$ cat src/rtl/bus_lane_pkg.sv
// Package: shared cycle-kind encoding for the bus address and lane generator.
// Assumes the 2-bit kind code fixed by the requirements (0..3).
package bus_lane_pkg;
    typedef enum logic [1:0] {
        KIND_MEM    = 2'd0,
        KIND_IO     = 2'd1,
        KIND_CPCMD  = 2'd2,
        KIND_CPDATA = 2'd3
    } cyc_kind_e;
endpackage

$ cat src/rtl/bus_phase_track.sv
// Module: bus_phase_track
// Tracks the two-phase internal clock from the double-rate clock. Reset
// forces phase two, so the first edge after release opens phase one.
// Assumes rst_n is synchronous to clk2.
module bus_phase_track (
    input  logic clk2,
    input  logic rst_n,
    output logic ph2_q,
    output logic open_ph1
);
    // Purpose: toggle the phase each clk2 period, realign on reset.
    always_ff @(posedge clk2) begin
        if (!rst_n) ph2_q <= 1'b1;
        else        ph2_q <= ~ph2_q;
    end

    assign open_ph1 = rst_n & ph2_q;

    a_r1_phase_toggles: assert property (@(posedge clk2) disable iff (!rst_n)
        $past(rst_n) |-> (ph2_q != $past(ph2_q)));
endmodule

$ cat src/rtl/bus_addr_map.sv
// Module: bus_addr_map
// Combinational decode of a request into pin address, lane enables and a
// misalignment flag. Coprocessor kinds substitute fixed addresses and are
// always word transfers. Assumes byte addressing with bit 0 as lane select.
module bus_addr_map
    import bus_lane_pkg::*;
#(
    parameter int          ADDR_W       = 24,
    parameter int          IO_W         = 16,
    parameter logic [23:0] CP_CMD_ADDR  = 24'h8000F8,
    parameter logic [23:0] CP_DATA_ADDR = 24'h8000FC
) (
    input  logic [ADDR_W-1:0] req_addr,
    input  logic              req_word,
    input  cyc_kind_e         req_kind,
    output logic [ADDR_W-1:1] map_addr,
    output logic              map_ube_n,
    output logic              map_lbe_n,
    output logic              misaligned
);
    localparam logic [ADDR_W-1:0] IO_MASK = (ADDR_W)'((64'd1 << IO_W) - 64'd1);
    localparam logic [ADDR_W-1:0] CP_DATA_ALT = CP_DATA_ADDR[ADDR_W-1:0] | (ADDR_W)'(2);

    logic [ADDR_W-1:0] byte_addr;
    logic              force_word;

    // Purpose: choose the byte address driven for each cycle kind.
    always_comb begin
        force_word = 1'b0;
        case (req_kind)
            KIND_MEM:   byte_addr = req_addr;
            KIND_IO:    byte_addr = req_addr & IO_MASK;
            KIND_CPCMD: begin
                byte_addr  = CP_CMD_ADDR[ADDR_W-1:0];
                force_word = 1'b1;
            end
            default: begin
                byte_addr  = req_addr[1] ? CP_DATA_ALT : CP_DATA_ADDR[ADDR_W-1:0];
                force_word = 1'b1;
            end
        endcase
    end

    // Purpose: derive active-low lane enables and the misalignment flag.
    always_comb begin
        map_addr   = byte_addr[ADDR_W-1:1];
        misaligned = req_word & req_addr[0] & ~force_word;
        if (req_word | force_word) begin
            map_ube_n = 1'b0;
            map_lbe_n = 1'b0;
        end else begin
            map_ube_n = ~req_addr[0];
            map_lbe_n = req_addr[0];
        end
    end
endmodule

$ cat src/rtl/bus_cycle_reg.sv
// Module: bus_cycle_reg
// Registers a decoded request at each edge that opens phase one and holds
// it for the internal clock. Refuses misaligned requests with an error flag.
// Assumes 'load' is high for exactly one clk2 edge per internal clock.
module bus_cycle_reg
    import bus_lane_pkg::*;
#(
    parameter int ADDR_W = 24,
    parameter int IO_W   = 16
) (
    input  logic              clk2,
    input  logic              rst_n,
    input  logic              load,
    input  logic              req_valid,
    input  logic              req_write,
    input  cyc_kind_e         req_kind,
    input  logic [ADDR_W-1:1] map_addr,
    input  logic              map_ube_n,
    input  logic              map_lbe_n,
    input  logic              misaligned,
    output logic [ADDR_W-1:1] addr_q,
    output logic              ube_n_q,
    output logic              lbe_n_q,
    output logic              active_q,
    output logic              write_q,
    output logic              err_q
);
    cyc_kind_e kind_q;

    // Purpose: capture a new bus cycle or idle at each phase-one boundary.
    always_ff @(posedge clk2) begin
        if (!rst_n) begin
            addr_q   <= '0;
            ube_n_q  <= 1'b1;
            lbe_n_q  <= 1'b1;
            active_q <= 1'b0;
            write_q  <= 1'b0;
            err_q    <= 1'b0;
            kind_q   <= KIND_MEM;
        end else if (load) begin
            if (req_valid && !misaligned) begin
                addr_q   <= map_addr;
                ube_n_q  <= map_ube_n;
                lbe_n_q  <= map_lbe_n;
                active_q <= 1'b1;
                write_q  <= req_write;
                err_q    <= 1'b0;
                kind_q   <= req_kind;
            end else begin
                ube_n_q  <= 1'b1;
                lbe_n_q  <= 1'b1;
                active_q <= 1'b0;
                write_q  <= 1'b0;
                err_q    <= req_valid;
            end
        end
    end

    a_r2_hold_between: assert property (@(posedge clk2) disable iff (!rst_n)
        !$past(load) |-> ($stable(addr_q) && $stable(ube_n_q) && $stable(lbe_n_q)
                          && $stable(active_q) && $stable(err_q)));
    a_r5_no_idle_lanes: assert property (@(posedge clk2) disable iff (!rst_n)
        active_q |-> !(ube_n_q && lbe_n_q));
    a_r7_io_upper_low: assert property (@(posedge clk2) disable iff (!rst_n)
        (active_q && kind_q == KIND_IO) |-> (addr_q[ADDR_W-1:IO_W] == '0));
    a_r8_cop_fixed: assert property (@(posedge clk2) disable iff (!rst_n)
        (active_q && (kind_q == KIND_CPCMD || kind_q == KIND_CPDATA)) |->
        (addr_q[ADDR_W-1] && !ube_n_q && !lbe_n_q));
    a_r10_err_no_cycle: assert property (@(posedge clk2) disable iff (!rst_n)
        err_q |-> (!active_q && ube_n_q && lbe_n_q));
endmodule

$ cat src/rtl/bus_lane_gen.sv
// Module: bus_lane_gen (top)
// Turns transfer requests into word address, byte-lane enables and pad
// drive enables for a 16-bit bus; floats the pads during bus hold.
// Assumes all inputs synchronous to clk2 and reset synchronous active low.
module bus_lane_gen
    import bus_lane_pkg::*;
#(
    parameter int          ADDR_W       = 24,
    parameter int          IO_W         = 16,
    parameter logic [23:0] CP_CMD_ADDR  = 24'h8000F8,
    parameter logic [23:0] CP_DATA_ADDR = 24'h8000FC
) (
    input  logic              clk2,
    input  logic              rst_n,
    input  logic              req_valid,
    input  logic [ADDR_W-1:0] req_addr,
    input  logic              req_word,
    input  logic [1:0]        req_kind,
    input  logic              req_write,
    input  logic              hold_ack,
    output logic              phase2_o,
    output logic [ADDR_W-1:1] bus_addr_o,
    output logic              ube_n_o,
    output logic              lbe_n_o,
    output logic              addr_oe_o,
    output logic              data_oe_o,
    output logic              cyc_active_o,
    output logic              req_err_o
);
    logic              open_ph1;
    logic [ADDR_W-1:1] map_addr;
    logic              map_ube_n, map_lbe_n, misaligned;
    logic              write_q;
    cyc_kind_e         kind_in;

    assign kind_in = cyc_kind_e'(req_kind);

    bus_phase_track u_phase (
        .clk2     (clk2),
        .rst_n    (rst_n),
        .ph2_q    (phase2_o),
        .open_ph1 (open_ph1)
    );

    bus_addr_map #(
        .ADDR_W       (ADDR_W),
        .IO_W         (IO_W),
        .CP_CMD_ADDR  (CP_CMD_ADDR),
        .CP_DATA_ADDR (CP_DATA_ADDR)
    ) u_map (
        .req_addr   (req_addr),
        .req_word   (req_word),
        .req_kind   (kind_in),
        .map_addr   (map_addr),
        .map_ube_n  (map_ube_n),
        .map_lbe_n  (map_lbe_n),
        .misaligned (misaligned)
    );

    bus_cycle_reg #(
        .ADDR_W (ADDR_W),
        .IO_W   (IO_W)
    ) u_cyc (
        .clk2       (clk2),
        .rst_n      (rst_n),
        .load       (open_ph1),
        .req_valid  (req_valid),
        .req_write  (req_write),
        .req_kind   (kind_in),
        .map_addr   (map_addr),
        .map_ube_n  (map_ube_n),
        .map_lbe_n  (map_lbe_n),
        .misaligned (misaligned),
        .addr_q     (bus_addr_o),
        .ube_n_q    (ube_n_o),
        .lbe_n_q    (lbe_n_o),
        .active_q   (cyc_active_o),
        .write_q    (write_q),
        .err_q      (req_err_o)
    );

    // Purpose: release the pads while hold is acknowledged.
    always_comb begin
        addr_oe_o = ~hold_ack;
        data_oe_o = ~hold_ack & cyc_active_o & write_q;
    end

    a_r12_data_only_write: assert property (@(posedge clk2) disable iff (!rst_n)
        data_oe_o |-> (cyc_active_o && !ube_n_o || cyc_active_o && !lbe_n_o));
endmodule

$ cat config.mk
export PLATFORM = sky130hd
export DESIGN_NAME = bus_lane_gen
export DESIGN_NICKNAME = d
export VERILOG_FILES = /design/src/rtl/bus_lane_pkg.sv /design/src/rtl/bus_phase_track.sv /design/src/rtl/bus_addr_map.sv /design/src/rtl/bus_cycle_reg.sv /design/src/rtl/bus_lane_gen.sv
export SDC_FILE = /design/constraint.sdc
export NUM_CORES = 1
export LEC_CHECK = 0
export BUFFER_PORTS_ARGS = -buffer_cell sky130_fd_sc_hd__buf_4
export CORE_MARGIN = 2
export CORE_UTILIZATION = 43
export CTS_BUF_LIST = sky130_fd_sc_hd__clkbuf_16
export DETAILED_ROUTE_END_ITERATION = 16
export PLACE_DENSITY = 0.77
export SETUP_SLACK_MARGIN = 0.15
export SYNTH_ARGS = -nofsm -noshare
export SYNTH_HDL_FRONTEND = slang
export SYNTH_SLANG_ARGS = --single-unit
$ cat constraint.sdc
create_clock -name clk2 -period 2.14 [get_ports clk2]
set_input_delay 0.214 -clock clk2 [delete_from_list [all_inputs] [get_ports clk2]]
set_output_delay 0.214 -clock clk2 [all_outputs]
set_load 0.005 [all_outputs]
==> metrics.yaml, run 1 <==
outcome: "finished clean"
avgViaCountPerCell: 5.03
synth_nets: 161
tns_ns: 0
cts_inserted_buffers: 5
die_width_um: 56.7
synth_fa_ha_area_share_pct: 0
yosys.area_share.simple_pct: 22.4
via_count: 1117
drt_first_pass_iters: 4
clkTransAtPathRegs_ns: 0.05
dp.cells: 214
synth_area_mm2: 0.00119
ys.flop_type: "dfxtp_1"
setup_viol: 0
relSlewSlack_pct: 66.4
drv_slew: 0
seq_power_share_pct: 42.1
synth_top_family_by_area: "simple AND/OR/NAND/NOR gates"
cp.arrival_ns: 1.66
initial_core_util_pct: 44.4
place.gp.congestion: 0.665
clockBufferDepth: 2
crit_path_start: "u_phase.ph2_q"
fmaxAchievable_mhz: 684
ir_worst_vdd_mv: 0.765
yosysMostFrequentCell: "nand2_1"
grt_pass1_vias: 1158
ys_ff_latch: 29
post-synth-top-area-cell: "dfxtp_1"
finClkSkew_ns: 0.00722
power_leakage_nw: 0.817
synth-edff-count: 0
synth_common_cells: "41 x nand2_1, 29 x dfxtp_1, 24 x mux2i_1"
p_comb_share_pct: 12.3
grt_usage_pct: 21.2
yosysWarnings: 0
grt_first_pass_wirelength_um: 5050
numClockSinks: 29
sw_frac_of_total_pct: 22.5
grt-ovfl-total: 0
final_util_pct: 66.2
worstHoldPathType: "in2reg"
final_cell_count_no_fill: 222
tightest_slew_ns: 0.504
power_mw: 1.40
path_max_fanout: 24
seq_area_frac_synth_pct: 48.7
syn_avg_cell_area_um2: 9.24
crit_type: "reg2reg"
grt_max_degree: 32
drc: 0
antenna_found_initial: 0
hold_buffers: 0
synth.area.mux_share_pct: 20.1
pwr-share-clk_pct: 45.6
diodes: 0
hold_violations: 0
ant_nets: 0
synth.area.top_cells: "dfxtp_1 49%, mux2i_1 20%, nand2_1 13%"
end_kind: "flop"
dieHeight_um: 56.7
drtIter0Drc: 19
internal-power_mw: 1.09
dp_hpwl_um: 2250
cts-root-buf: "clkbuf_16"
async_flop_share_pct: 0
synthXorXnorAreaFrac_pct: 0
p_switching_mw: 0.316
synthCells: 129
wl_per_cell_um: 13.9
cp_data_required_time_ns: 2.34
portBuffers: 61
core-area_mm2: 0.00269
htree_num_levels: 2
rows: 19
clock_latency_ns: 0.28
cts.repair.resized: 0
cts_tree: "built"
die_area_mm2: 0.00321
fin_crit_ns: 1.46
synth_compound_area_share_pct: 3.99
io_pins: 62
min_period_over_period_pct: 68.3
area_delta_synth_final_pct: 49.2
rsz0062_at_grt: "no"
rr_startpoint: "u_phase.ph2_q"
drive_gt1_share_pct: 36.6
max_cap_viol_count: 0
power_density_mw_per_mm2: 787
nets: 222
synth_top_area_share_pct: 48.7
post_cts_buffers: 0
worst_setup_path_start_kind: "flop"
min_from: "req_write"
yosysUniqueCellTypes: 23
wl_um: 3080
==> final timing paths <==
check,cells past startpoint,endpoint,slack (ns)
setup / recovery,3,u_cyc.addr_q[23],0.68
hold / removal,2,u_cyc.write_q,0.18
setup reg to reg,3,u_cyc.addr_q[23],0.68
hold reg to reg,2,u_cyc.addr_q[18],0.46
==> area by class of cell <==
| class | count | area [um^2] |
|---|---|---|
| Tap cell | 31 | 38.8 |
| Clock inverter | 3 | 11.3 |
| Timing Repair Buffer | 61 | 458 |
| Clock buffer | 5 | 125 |
| Multi-Input combinational cell | 90 | 554 |
| Fill cell | 237 | 907 |
| Inverter | 3 | 11.3 |
| Sequential cell | 29 | 581 |
==> stage by stage <==
stage               hold WS, ns  instance area [um^2]  setup slack, ns
floorplan                 0.331                  1190            0.997
global placement          0.430                  1640            0.754
detailed placement        0.448                  1640            0.687
CTS                       0.171                  1780            0.666
global route              0.171                  1780            0.551
finish                    0.176                  1780            0.679
==> routing by layer <==
layer / routed length [um] / global-route usage [%]
met4: 55 / 8.16
met2: 1630 / 37.2
met1: 1140 / 21.5
met5: 0 / 0
met3: 244 / 9.91
==> critical path: stages (launching register included) <==
cell and delay (ns):
dfxtp_1 0.53, nand3_4 0.15, nor2_8 0.42, mux2i_1 0.26
==> kinds of logic after synthesis <==
logic type	count (synthesis)
muxes	24
AOI/OAI and AO/OA	8
buffers and inverters	10
and+or+nand+nor	58
DFF	29
==> flip-flops by register name, indices dropped and copies added (netlist names) <==
signal	flops
u_cyc.active_q	1
u_cyc.addr_q	23
u_cyc.err_q	1
u_cyc.lbe_n_q	1
u_cyc.ube_n_q	1
u_cyc.write_q	1
u_phase.ph2_q	1
==> cells in the final DEF, fill, tap and decap left out, drive strengths merged <==
master,count
mux2i,24
nor2,9
buf,61
and3b,1
nand2,41
nand2b,1
nor3,2
o2bb2ai,1
a21oi,2
dfxtp,29
o22ai,1
a21boi,1
clkbuf,5
o21ai,3
inv,6
nand3,3
and3,1
==> power groups by stage <==
stage	combinational, mW	sequential (mW)	clock (mW)
after global placement	0.168	0.598	0
after floorplan	0.0773	0.596	0
after detailed placement	0.174	0.600	0
after global routing	0.189	0.593	0.683
after CTS	0.175	0.590	0.652
final	0.173	0.589	0.638
No activity file was read; power rests on OpenSTA's default activity.
==> run 2, diff against run 1 <==
--- a/config.mk
+++ b/config.mk
@@ -5,12 +5,13 @@
 export SDC_FILE = /design/constraint.sdc
 export NUM_CORES = 1
 export LEC_CHECK = 0
+export ABC_AREA = 1
 export BUFFER_PORTS_ARGS = -buffer_cell sky130_fd_sc_hd__buf_4
 export CORE_MARGIN = 2
 export CORE_UTILIZATION = 43
 export CTS_BUF_LIST = sky130_fd_sc_hd__clkbuf_16
 export DETAILED_ROUTE_END_ITERATION = 16
-export PLACE_DENSITY = 0.77
+export PLACE_DENSITY = 0.76
 export SETUP_SLACK_MARGIN = 0.15
 export SYNTH_ARGS = -nofsm -noshare
 export SYNTH_HDL_FRONTEND = slang
==> constraint.sdc (replaced) <==
create_clock -name clk2 -period 1.4 [get_ports clk2]
set_input_delay 0.14 -clock clk2 [delete_from_list [all_inputs] [get_ports clk2]]
set_output_delay 0.14 -clock clk2 [all_outputs]
set_load 0.005 [all_outputs]
==> metrics.yaml, run 2 <==
outcome: "finished clean"
via_count: 1280
end_kind: "flop"
num-fill-cells: 245
synth_common_cells: "40 x nor2_1, 37 x nand2_1, 29 x dfxtp_1"
clockBufferDepth: 2
cp_slowest_cell: "dfxtp_2"
final_cell_count_no_fill: 273
multi_input_area_um2: 549
ir_worst_vdd_mv: 1.11
cts_tree: "built"
rows: 19
dp.cells: 264
antenna_found_initial: 0
cp_top_family: "simple AND/OR/NAND/NOR gates"
finClkSkew_ns: 0.00308
grt_first_pass_wirelength_um: 5030
cp.arrival_ns: 1.31
setup_viol: 0
path_buf_inv: 1
synthCells: 176
rsz0062_at_grt: "no"
synth_nets: 208
dp_hpwl_um: 2230
drive_gt1_share_pct: 33.1
dieHeight_um: 57.9
power_density_mw_per_mm2: 1150
drtIter0Drc: 21
max_cap_viol_count: 0
cts_inserted_buffers: 5
wl_per_cell_um: 11.5
clkTransAtPathRegs_ns: 0.05
mostFrequentLayoutCell: "buf_4"
crit_type: "reg2reg"
grt_pass1_vias: 1171
diodes: 0
drt_first_pass_iters: 4
cts-root-buf: "clkbuf_16"
nets: 274
area_delta_synth_final_pct: 51.0
min_period_over_period_pct: 82.4
ys.flop_type: "dfxtp_1"
die_area_mm2: 0.00335
synth_top_area_share_pct: 46.5
hold_violations: 0
grt_max_degree: 23
hold_buffers: 0
htree_num_levels: 2
portBuffers: 61
drc: 0
grt-ovfl-total: 0
path_max_fanout: 22
cp_data_required_time_ns: 1.56
numClockSinks: 29
fin_crit_ns: 1.15
wl_um: 3140
worstHoldPathType: "in2reg"
avgViaCountPerCell: 4.69
grt_usage_pct: 20.1
tns_ns: 0
clock_latency_ns: 0.27
relSlewSlack_pct: 84.9
path_cells: "nand2_4, nor2_8, nand2_4, o21ai_1, inv_1"
place.gp.congestion: 0.727
layout.area.seq_um2: 582
yosysUniqueCellTypes: 20
crit_top_cell: "nand2_4"
drv_slew: 0
async_flop_share_pct: 0
largest_reg_flops: 23
fmaxAchievable_mhz: 867
worst_setup_path_start_kind: "flop"
post-synth-top-area-cell: "dfxtp_1"
yosysMostFrequentCell: "nor2_1"
initial_core_util_pct: 45.3
slowest_delay_ns: 0.38
power_leakage_nw: 0.996
ant_nets: 0
syn_avg_cell_area_um2: 7.09
ys_ff_latch: 29
synth-edff-count: 0
tightest_slew_ns: 0.226
final_cell_mix: "66 x buf_4, 40 x nor2_1, 37 x nand2_1"
io_pins: 62
synth_area_mm2: 0.00125
core-area_mm2: 0.00276
synth.area.top_cells: "dfxtp_1 46%, nor2_1 12%, nand3_1 11%"
seq_area_frac_synth_pct: 46.5
yosysWarnings: 0
die_width_um: 57.9
largest-register: "u_cyc.addr_q"
-- run 2: worst reg2reg max path, cell delays in order (launching register included) --
cell     delay [ns]
dfxtp_2        0.38
nand2_4        0.09
nor2_8         0.17
nand2_4        0.18
o21ai_1        0.17
inv_1          0.06
-- run 2: cell families (layout without fill, tap and decap cells) --
family          Yosys count  in the layout  synth area share, %
compound gates            8              8                 3.21
buf+inv                  26             92                 9.52
flops                    29             29                 46.5
simple gates            113            113                 40.8
-- run 2: power breakdown --
group,leakage [nW],internal [mW],switching (mW)
sequential,0.237,0.874,0.0263
clock,0.0685,0.631,0.329
combinational,0.690,0.167,0.144
total,0.996,1.67,0.499
-- run 2: layer usage --
layer  vias up  track usage (%)  part of all wire, %
met5         -                0                    0
met4         0             8.97                  1.8
met3         5             9.15                  9.3
met2        44             32.8                   46
met1       556             22.4                   43
li1        675                -                    -
-- run 2: what timing repair did --
item                                    4_1_cts  5_1_grt
pin swaps                                     1        1
endpoints found under the setup margin        1       24
gates cloned                                  0        0
buffers inserted                              0        2
gates resized for setup                       0        1
-- run 2: through the flow --
step           area (um^2)  total power, mW  setup slack [ns]  hold WS, ns  util [%]
2_1_floorplan         1250             1.05             0.271        0.253         -
3_3_place_gp          1720             1.21             0.216        0.347      62.5
3_5_place_dp          1720             1.22             0.150        0.349      62.5
4_1_cts               1860             2.18             0.162       0.0706      67.3
5_1_grt               1890             2.26             0.176       0.0795      68.4
6_report              1890             2.17             0.247       0.0739      68.4
-- run 2: cell type report --
class	instances	area share, %
timing repair buffer	67	27.3
tap	31	2.06
clock inverter	2	0.398
inverter	18	3.58
multi-input combinational	121	29.1
clock buffer	5	6.64
sequential	29	30.9
-- run 2: path summary, 6_finish.rpt --
check / startpoint / end / slack, ns / cells after the start
worst max-delay path: u_phase.ph2_q / u_cyc.ube_n_q / 0.25 / 5
worst max register to register: u_phase.ph2_q / u_cyc.ube_n_q / 0.25 / 5
worst min register to register: u_cyc.addr_q[11] / u_cyc.addr_q[11] / 0.47 / 2
worst min-delay path: req_write / u_cyc.write_q / 0.07 / 3
